==> config.mk <==
export PLATFORM = sky130hd
export DESIGN_NAME = phase_freq_detector
export DESIGN_NICKNAME = d
export VERILOG_FILES = /design/src/rtl/pfd_pkg.sv /design/src/rtl/pfd_edge_sync.sv /design/src/rtl/pfd_core.sv /design/src/rtl/pfd_out_stage.sv /design/src/rtl/phase_freq_detector.sv
export SDC_FILE = /design/constraint.sdc
export NUM_CORES = 1
export LEC_CHECK = 0
export ABC_AREA = 1
export BUFFER_PORTS_ARGS = -buffer_cell sky130_fd_sc_hd__buf_2
export CORE_AREA = 5 5 42 44
export DETAILED_ROUTE_END_ITERATION = 12
export DIE_AREA = 0 0 47 49
export GPL_ROUTABILITY_DRIVEN = 0
export GPL_TIMING_DRIVEN = 0
export HOLD_SLACK_MARGIN = 0.03
export PLACE_DENSITY_LB_ADDON = 0.2
export SLEW_MARGIN = 15
export SYNTH_ARGS = -nofsm -noshare
export SYNTH_HDL_FRONTEND = slang
export SYNTH_SLANG_ARGS = --single-unit
==> constraint.sdc <==
create_clock -name clk -period 1.3 [get_ports clk]
set_input_delay 0.39 -clock clk [delete_from_list [all_inputs] [get_ports clk]]
set_output_delay 0.39 -clock clk [all_outputs]
set_load 0.1 [all_outputs]
==> src/rtl/pfd_pkg.sv <==
// Package: shared types for the phase-frequency detector.
// Assumes: channel index 0 is the reference, index 1 the feedback.
package pfd_pkg;
    localparam int CH_REF = 0;
    localparam int CH_FB  = 1;
    localparam int N_CH   = 2;

    typedef struct packed {
        logic up;   // reference request
        logic dn;   // feedback request
    } pump_req_t;
endpackage

==> src/rtl/pfd_edge_sync.sv <==
// Module: synchronizes one asynchronous input and flags its rising edge.
// Assumes: SYNC_STAGES >= 1. The flag is one cycle wide and appears
// SYNC_STAGES+1 edges after the first high sample.
module pfd_edge_sync #(
    parameter int SYNC_STAGES = 2
) (
    input  logic clk,
    input  logic rst_n,
    input  logic din,
    output logic rise
);
    logic [SYNC_STAGES:0] chain;

    // Shift the sampled input through the synchronizer and the history bit.
    always_ff @(posedge clk) begin
        if (!rst_n) chain <= '0;
        else        chain <= {chain[SYNC_STAGES-1:0], din};
    end

    // Rising edge: the newest synchronized bit is high and the older one is low.
    always_comb rise = chain[SYNC_STAGES-1] & ~chain[SYNC_STAGES];
endmodule

==> src/rtl/pfd_core.sv <==
// Module: the two request flops of the detector and their shared clear interval.
// Assumes: MIN_OVERLAP >= 1. Edges arriving during the clear interval are dropped.
module pfd_core
    import pfd_pkg::*;
#(
    parameter int MIN_OVERLAP = 3
) (
    input  logic      clk,
    input  logic      rst_n,
    input  logic      ref_rise,
    input  logic      fb_rise,
    output pump_req_t req
);
    localparam int CNT_W = $clog2(MIN_OVERLAP + 1);
    localparam logic [CNT_W-1:0] LAST = CNT_W'(MIN_OVERLAP - 1);

    logic             up_q, dn_q;
    logic [CNT_W-1:0] hold_cnt;
    logic             both_set;

    always_comb both_set = up_q & dn_q;

    // Set the request flops on edges, or run the clear interval once both are set.
    always_ff @(posedge clk) begin
        if (!rst_n) begin
            up_q     <= 1'b0;
            dn_q     <= 1'b0;
            hold_cnt <= '0;
        end else if (both_set) begin
            if (hold_cnt == LAST) begin
                up_q     <= 1'b0;
                dn_q     <= 1'b0;
                hold_cnt <= '0;
            end else begin
                hold_cnt <= hold_cnt + 1'b1;
            end
        end else begin
            up_q     <= up_q | ref_rise;
            dn_q     <= dn_q | fb_rise;
            hold_cnt <= '0;
        end
    end

    // Present the flop states as a request pair.
    always_comb begin
        req.up = up_q;
        req.dn = dn_q;
    end


    ref_sets_chk: assert property (@(posedge clk) disable iff (!rst_n)
        (ref_rise && !both_set) |=> up_q);

    fb_sets_chk: assert property (@(posedge clk) disable iff (!rst_n)
        (fb_rise && !both_set) |=> dn_q);

    overlap_hold_chk: assert property (@(posedge clk) disable iff (!rst_n)
        (both_set && hold_cnt != LAST) |=> (up_q && dn_q));

    overlap_clear_chk: assert property (@(posedge clk) disable iff (!rst_n)
        (both_set && hold_cnt == LAST) |=> (!up_q && !dn_q));

    single_keep_chk: assert property (@(posedge clk) disable iff (!rst_n)
        (up_q && !dn_q) |=> up_q);
endmodule

==> src/rtl/pfd_out_stage.sv <==
// Module: applies the polarity swap, raises the float flag, registers the current select.
// Assumes: polarity_inv is quasi-static; the swap is combinational.
module pfd_out_stage
    import pfd_pkg::*;
(
    input  logic      clk,
    input  logic      rst_n,
    input  pump_req_t req,
    input  logic      polarity_inv,
    input  logic      cur_sel,
    output logic      pump_up,
    output logic      pump_dn,
    output logic      pump_hiz,
    output logic      cur_hi
);
    // Route the requests according to the polarity and flag the idle state.
    always_comb begin
        pump_up  = polarity_inv ? req.dn : req.up;
        pump_dn  = polarity_inv ? req.up : req.dn;
        pump_hiz = ~(req.up | req.dn);
    end

    // Register the current-level select.
    always_ff @(posedge clk) begin
        if (!rst_n) cur_hi <= 1'b0;
        else        cur_hi <= cur_sel;
    end


    cur_follow_chk: assert property (@(posedge clk) disable iff (!rst_n)
        $past(rst_n) |-> (cur_hi == $past(cur_sel)));
endmodule

==> src/rtl/phase_freq_detector.sv <==
// Module: top of the phase-frequency detector with polarity select.
// Assumes: ref_in and fb_in are asynchronous pulse streams slower than clk.
module phase_freq_detector
    import pfd_pkg::*;
#(
    parameter int SYNC_STAGES = 2,
    parameter int MIN_OVERLAP = 3
) (
    input  logic clk,
    input  logic rst_n,
    input  logic ref_in,
    input  logic fb_in,
    input  logic polarity_inv,
    input  logic cur_sel,
    output logic pump_up,
    output logic pump_dn,
    output logic pump_hiz,
    output logic cur_hi
);
    logic [N_CH-1:0] raw_in;
    logic [N_CH-1:0] rise_v;
    pump_req_t       req;

    // Gather both inputs so one synchronizer is generated per channel.
    always_comb begin
        raw_in[CH_REF] = ref_in;
        raw_in[CH_FB]  = fb_in;
    end

    for (genvar ch = 0; ch < N_CH; ch++) begin : g_sync
        pfd_edge_sync #(.SYNC_STAGES(SYNC_STAGES)) i_sync (
            .clk  (clk),
            .rst_n(rst_n),
            .din  (raw_in[ch]),
            .rise (rise_v[ch])
        );
    end

    pfd_core #(.MIN_OVERLAP(MIN_OVERLAP)) i_core (
        .clk     (clk),
        .rst_n   (rst_n),
        .ref_rise(rise_v[CH_REF]),
        .fb_rise (rise_v[CH_FB]),
        .req     (req)
    );

    pfd_out_stage i_out (
        .clk         (clk),
        .rst_n       (rst_n),
        .req         (req),
        .polarity_inv(polarity_inv),
        .cur_sel     (cur_sel),
        .pump_up     (pump_up),
        .pump_dn     (pump_dn),
        .pump_hiz    (pump_hiz),
        .cur_hi      (cur_hi)
    );
endmodule

Word level (Yosys, flattened, before mapping)
Cells that the tools add are included.

storage, ports and cells
  word-level logic and storage cells = 26
  bits in registers = 11

cells by class
  reduce and logical (&&, ||, !) cells = 1
  $add $sub $neg = 1
  mux-type cells = 5
  bitwise logic cells = 11
  equal/unequal tests = 2

operator list
  kind                   number
  $mux W1                5
  $not A1 Y1             5
  $and A1 B1 Y1          3
  $or A1 B1 Y1           3
  $reduce_or A3 Y1       1
  $add A2 B1 Y2 const B  1
  $eq A2 B2 Y1 const B   1
  $ne A2 B2 Y1 const B   1

Depth between registers and ports, before layout
  word-level depth = 4
  gate-level depth with buffers = 5
  depth with buffers taken out = 5

Hierarchy
From an unflattened synthesis, not the netlist that was laid out.

unflattened totals
  cells, all modules = 51
  area, all modules = 396.6 µm²

modules (own cells, without submodules)
  module         seq. area each (µm²)  times used  cells each  area an instance (µm²)
  pfd_edge_sync  60.1                  2           11          92.6
  pfd_core       80.1                  1           18          153.9
  pfd_out_stage  20.0                  1           11          57.6

Worst setup path after synthesis
OpenSTA, ideal clock, no wires.

  path kind = register to output
  from = reg i_core.dn_q
  to = out pump_dn
  cell stages (with the launch flop) = 3
  setup slack = -1.634 ns
  buffers on the path = 0
  arrival time = 2.544 ns
  data required time = 0.910 ns
  cell sequence = dfxtp_1 inv_1 o21ai_0

on the way
  cells in the longest elaborated chain, start to end = 1

RTL lines
  what                    line                       text
  from (decl)             pfd_core.sv:17             logic up_q, dn_q;
  from (signal assigned)  pfd_core.sv:39             dn_q <= dn_q | fb_rise;
  $mux W1                 pfd_out_stage.sv:19        pump_dn = polarity_inv ? req.up : req.dn;
  to (decl)               phase_freq_detector.sv:16  output logic pump_dn,

No other way between the ends.

Worst setup path in the final report
Same ends and word-level chain as after synthesis.

==> key figures <==
Synthesis
  • FF+latch count, synth: 11
  • FFs w/ async S/R, synth: 0%
  • Post-synth top area share: 56.6%
  • Dominant cell type by area after synthesis: dfxtp_1
  • Most common cell in the netlist: inv_1
  • Synth warn: 0
  • Yosys cell types: 11
  • Mapped Area: 389 um2
  • Number of synthesized flops with an enable pin: 0
  • Synth Flop Type: dfxtp_1
  • Most frequent cells after synthesis: 12 x inv_1, 11 x dfxtp_1, 10 x nand2_1
  • Register area share after synthesis: 56.6%
  • Synth top area cells: dfxtp_1 57%, inv_1 12%, nand2_1 9.6%, nor3_2 5.1%, a21oi_1 3.9%
  • Post-Syn Nets: 54
  • Gate Count Post-Synth: 47
  • Mean Syn Cell Area: 8.28 um2

Timing
  • Final setup violation count: 3
  • FMAX: 713 MHz
  • WHS: 308 ps
  • RSZ-0062 raised after global routing: yes
  • Pins over their slew limit: 0
  • Tcrit/Tclk final: 108%
  • Clk_skew: 1.20 ps
  • Slew @ Worst Pin: 279 ps
  • Final Hold Fails: 0
  • Max_slew headroom: 81.5%
  • Post-route setup slack: -102 ps
  • Fin crit period: 1400 ps

Setup path
  • Req. time, crit path: 910 ps
  • CP max-delay cell: dfxtp_4
  • WP data arrival: 1010 ps
  • Crit-path max FO: 3
  • Critical-path cell list: inv_4 -> o21ai_4 -> buf_12
  • Max stage delay on crit path: 380 ps
  • Crit Path Class: register to output pin
  • Crit path capture type: output pin
  • CP startpoint kind: register

Power and ir drop
  • Peak VDD IR: 0.492 mV
  • Combinational share of power: 21.0%
  • Leak: 0.285 nW
  • Sw power: 0.209 mW
  • Internal: 0.521 mW
  • Flop pwr share: 48.8%
  • Switching portion of total power: 28.7%
  • Pwr dens: 1250 nW/um2
  • Power share of the clock group: 30.2%

Layout
  • Diodes inserted: 0
  • Layout cells sized above 1: 39.3%
  • Layout area overhead: 50.5%
  • Nets: 69

Floorplanning
  • Core box area: 1400 um2
  • Starting Density: 27.8%
  • # rows: 14
  • Die width: 47 um
  • Die area: 2300 um2
  • Total I/O pin count: 10
  • Die height: 49 um

Placement
  • Dpl ws: -247 ps
  • # port buffers: 8
  • Post-DP HPWL: 431 um

CTS
  • Clk_lat worst skew: 260 ps
  • Worst-path clk slew: 60 ps
  • H-tree depth: 1
  • CTS Buf Count: 3
  • CTS Root Cell: clkbuf_4
  • TritonCTS clock tree: done
  • Hold Buf Count CTS: 0
  • Clock net sink count: 11
  • CTS Buffer Depth: 2

Detailed routing
  • Vias: 314
  • Post-Route WL: 607 um
  • Final ANT Viol Nets: 0
  • TritonRoute pass-1 iters: 1
  • Per-cell routed wire length: 7.88 um
  • Post-DR vias/cell: 4.08
  • DRC: 0
  • Drt initial violations: 0

GRT
  • GRT Total Usage: 6.63%
  • Antenna violations before repair: 0
  • First-pass GRT wire length: 1070 um
  • Total congestion overflow: 0
  • Vias in the first global route: 300
  • Largest net degree at the start of global routing: 10

Worst hold path
  • Worst Hold Class: input pin to register

Run status
  • Failing checks: negative setup slack
  • Status: complete, but fails checks

Flow run
  • MaxCap Viol Count: 0
==> state kept, by name, indices dropped and copies added (netlist names) <==
name	cells
g_sync.i_sync.chain	6
i_core.dn_q	1
i_core.hold_cnt	2
i_core.up_q	1
i_out.cur_hi	1
==> final cells by class <==
type | count | area (um2)
plain buffers | 1 | 7.51
multi-input cells | 23 | 154
fillers | 163 | 816
clock buffers | 4 | 26.3
well taps | 16 | 20.0
inverters | 12 | 47.5
repair buffers | 10 | 103
flip-flops and latches | 11 | 228
==> cell families (layout without fill, tap and decap cells) <==
logic type	count (synthesis)	in the layout	synth area share [%]
buffers and inverters	13	27	13.5
adder cells (fa/ha/maj)	1	1	3.21
flip-flops	11	11	56.6
AO/OA/AOI/OAI	4	4	5.14
AND/OR/NAND/NOR	18	18	21.5
==> power groups by stage <==
stage | clock, mW | combinational [mW] | sequential [mW]
finish | 0.221 | 0.153 | 0.357
global placement | 0 | 0.116 | 0.366
floorplan | 0 | 0.0852 | 0.376
detailed placement | 0 | 0.117 | 0.366
CTS | 0.234 | 0.152 | 0.356
global route | 0.255 | 0.160 | 0.358
==> stage by stage <==
| step | util (%) | power [mW] | instance area (um2) | instances | setup TNS [ps] |
|---|---|---|---|---|---|
| floorplan | - | 0.461 | 429 | 47 | -126 |
| global placement | 34.9 | 0.482 | 489 | 71 | -468 |
| detailed placement | 34.9 | 0.483 | 489 | 71 | -478 |
| CTS | 41.4 | 0.742 | 581 | 77 | -240 |
| global route | 41.8 | 0.773 | 586 | 77 | -338 |
| finish | 41.8 | 0.730 | 586 | 77 | -212 |
==> layer usage <==
layer / vias up / wire length, um / track usage (%) / part of all wire, %
met4: 0 / 0 / 5.53 / 0
li1: 165 / - / - / -
met2: 12 / 305 / 9.95 / 50
met1: 137 / 244 / 6.42 / 40
met3: 0 / 57 / 3.32 / 9.4
met5: - / 0 / 0 / 0
==> worst paths after layout <==
path                                to  depth (start not counted)                       from  slack, ps
max                            pump_dn                          3                i_core.dn_q       -100
min          g_sync[1].i_sync.chain[0]                          3                      fb_in        310
min reg2reg  g_sync[0].i_sync.chain[1]                          2  g_sync[0].i_sync.chain[0]        410
max reg2reg         i_core.hold_cnt[1]                          3         i_core.hold_cnt[0]        400
==> worst max-delay path: cells and delay by family (launching register included) <==
kind,cells,cell delay (ps)
DFF,1,380
buffers and inverters,2,240
AOI/OAI and AO/OA,1,140
==> what timing repair did <==
item | 4_1_cts | 5_1_grt
gates resized for setup | 14 | 1
endpoints found under the setup margin | 4 | 3
buffers inserted | 2 | 0
pin swaps | 2 | 1
==> placed cells by master, fill, tap and decap left out, drive strengths merged <==
| cell type | n |
|---|---|
| buf | 11 |
| nor3 | 2 |
| clkbuf | 4 |
| ha | 1 |
| inv | 12 |
| nor2 | 4 |
| dfxtp | 11 |
| a21oi | 3 |
| nand3 | 1 |
| nand2 | 11 |
| o21ai | 1 |
Note: power is estimated with default switching activity, not from simulation.
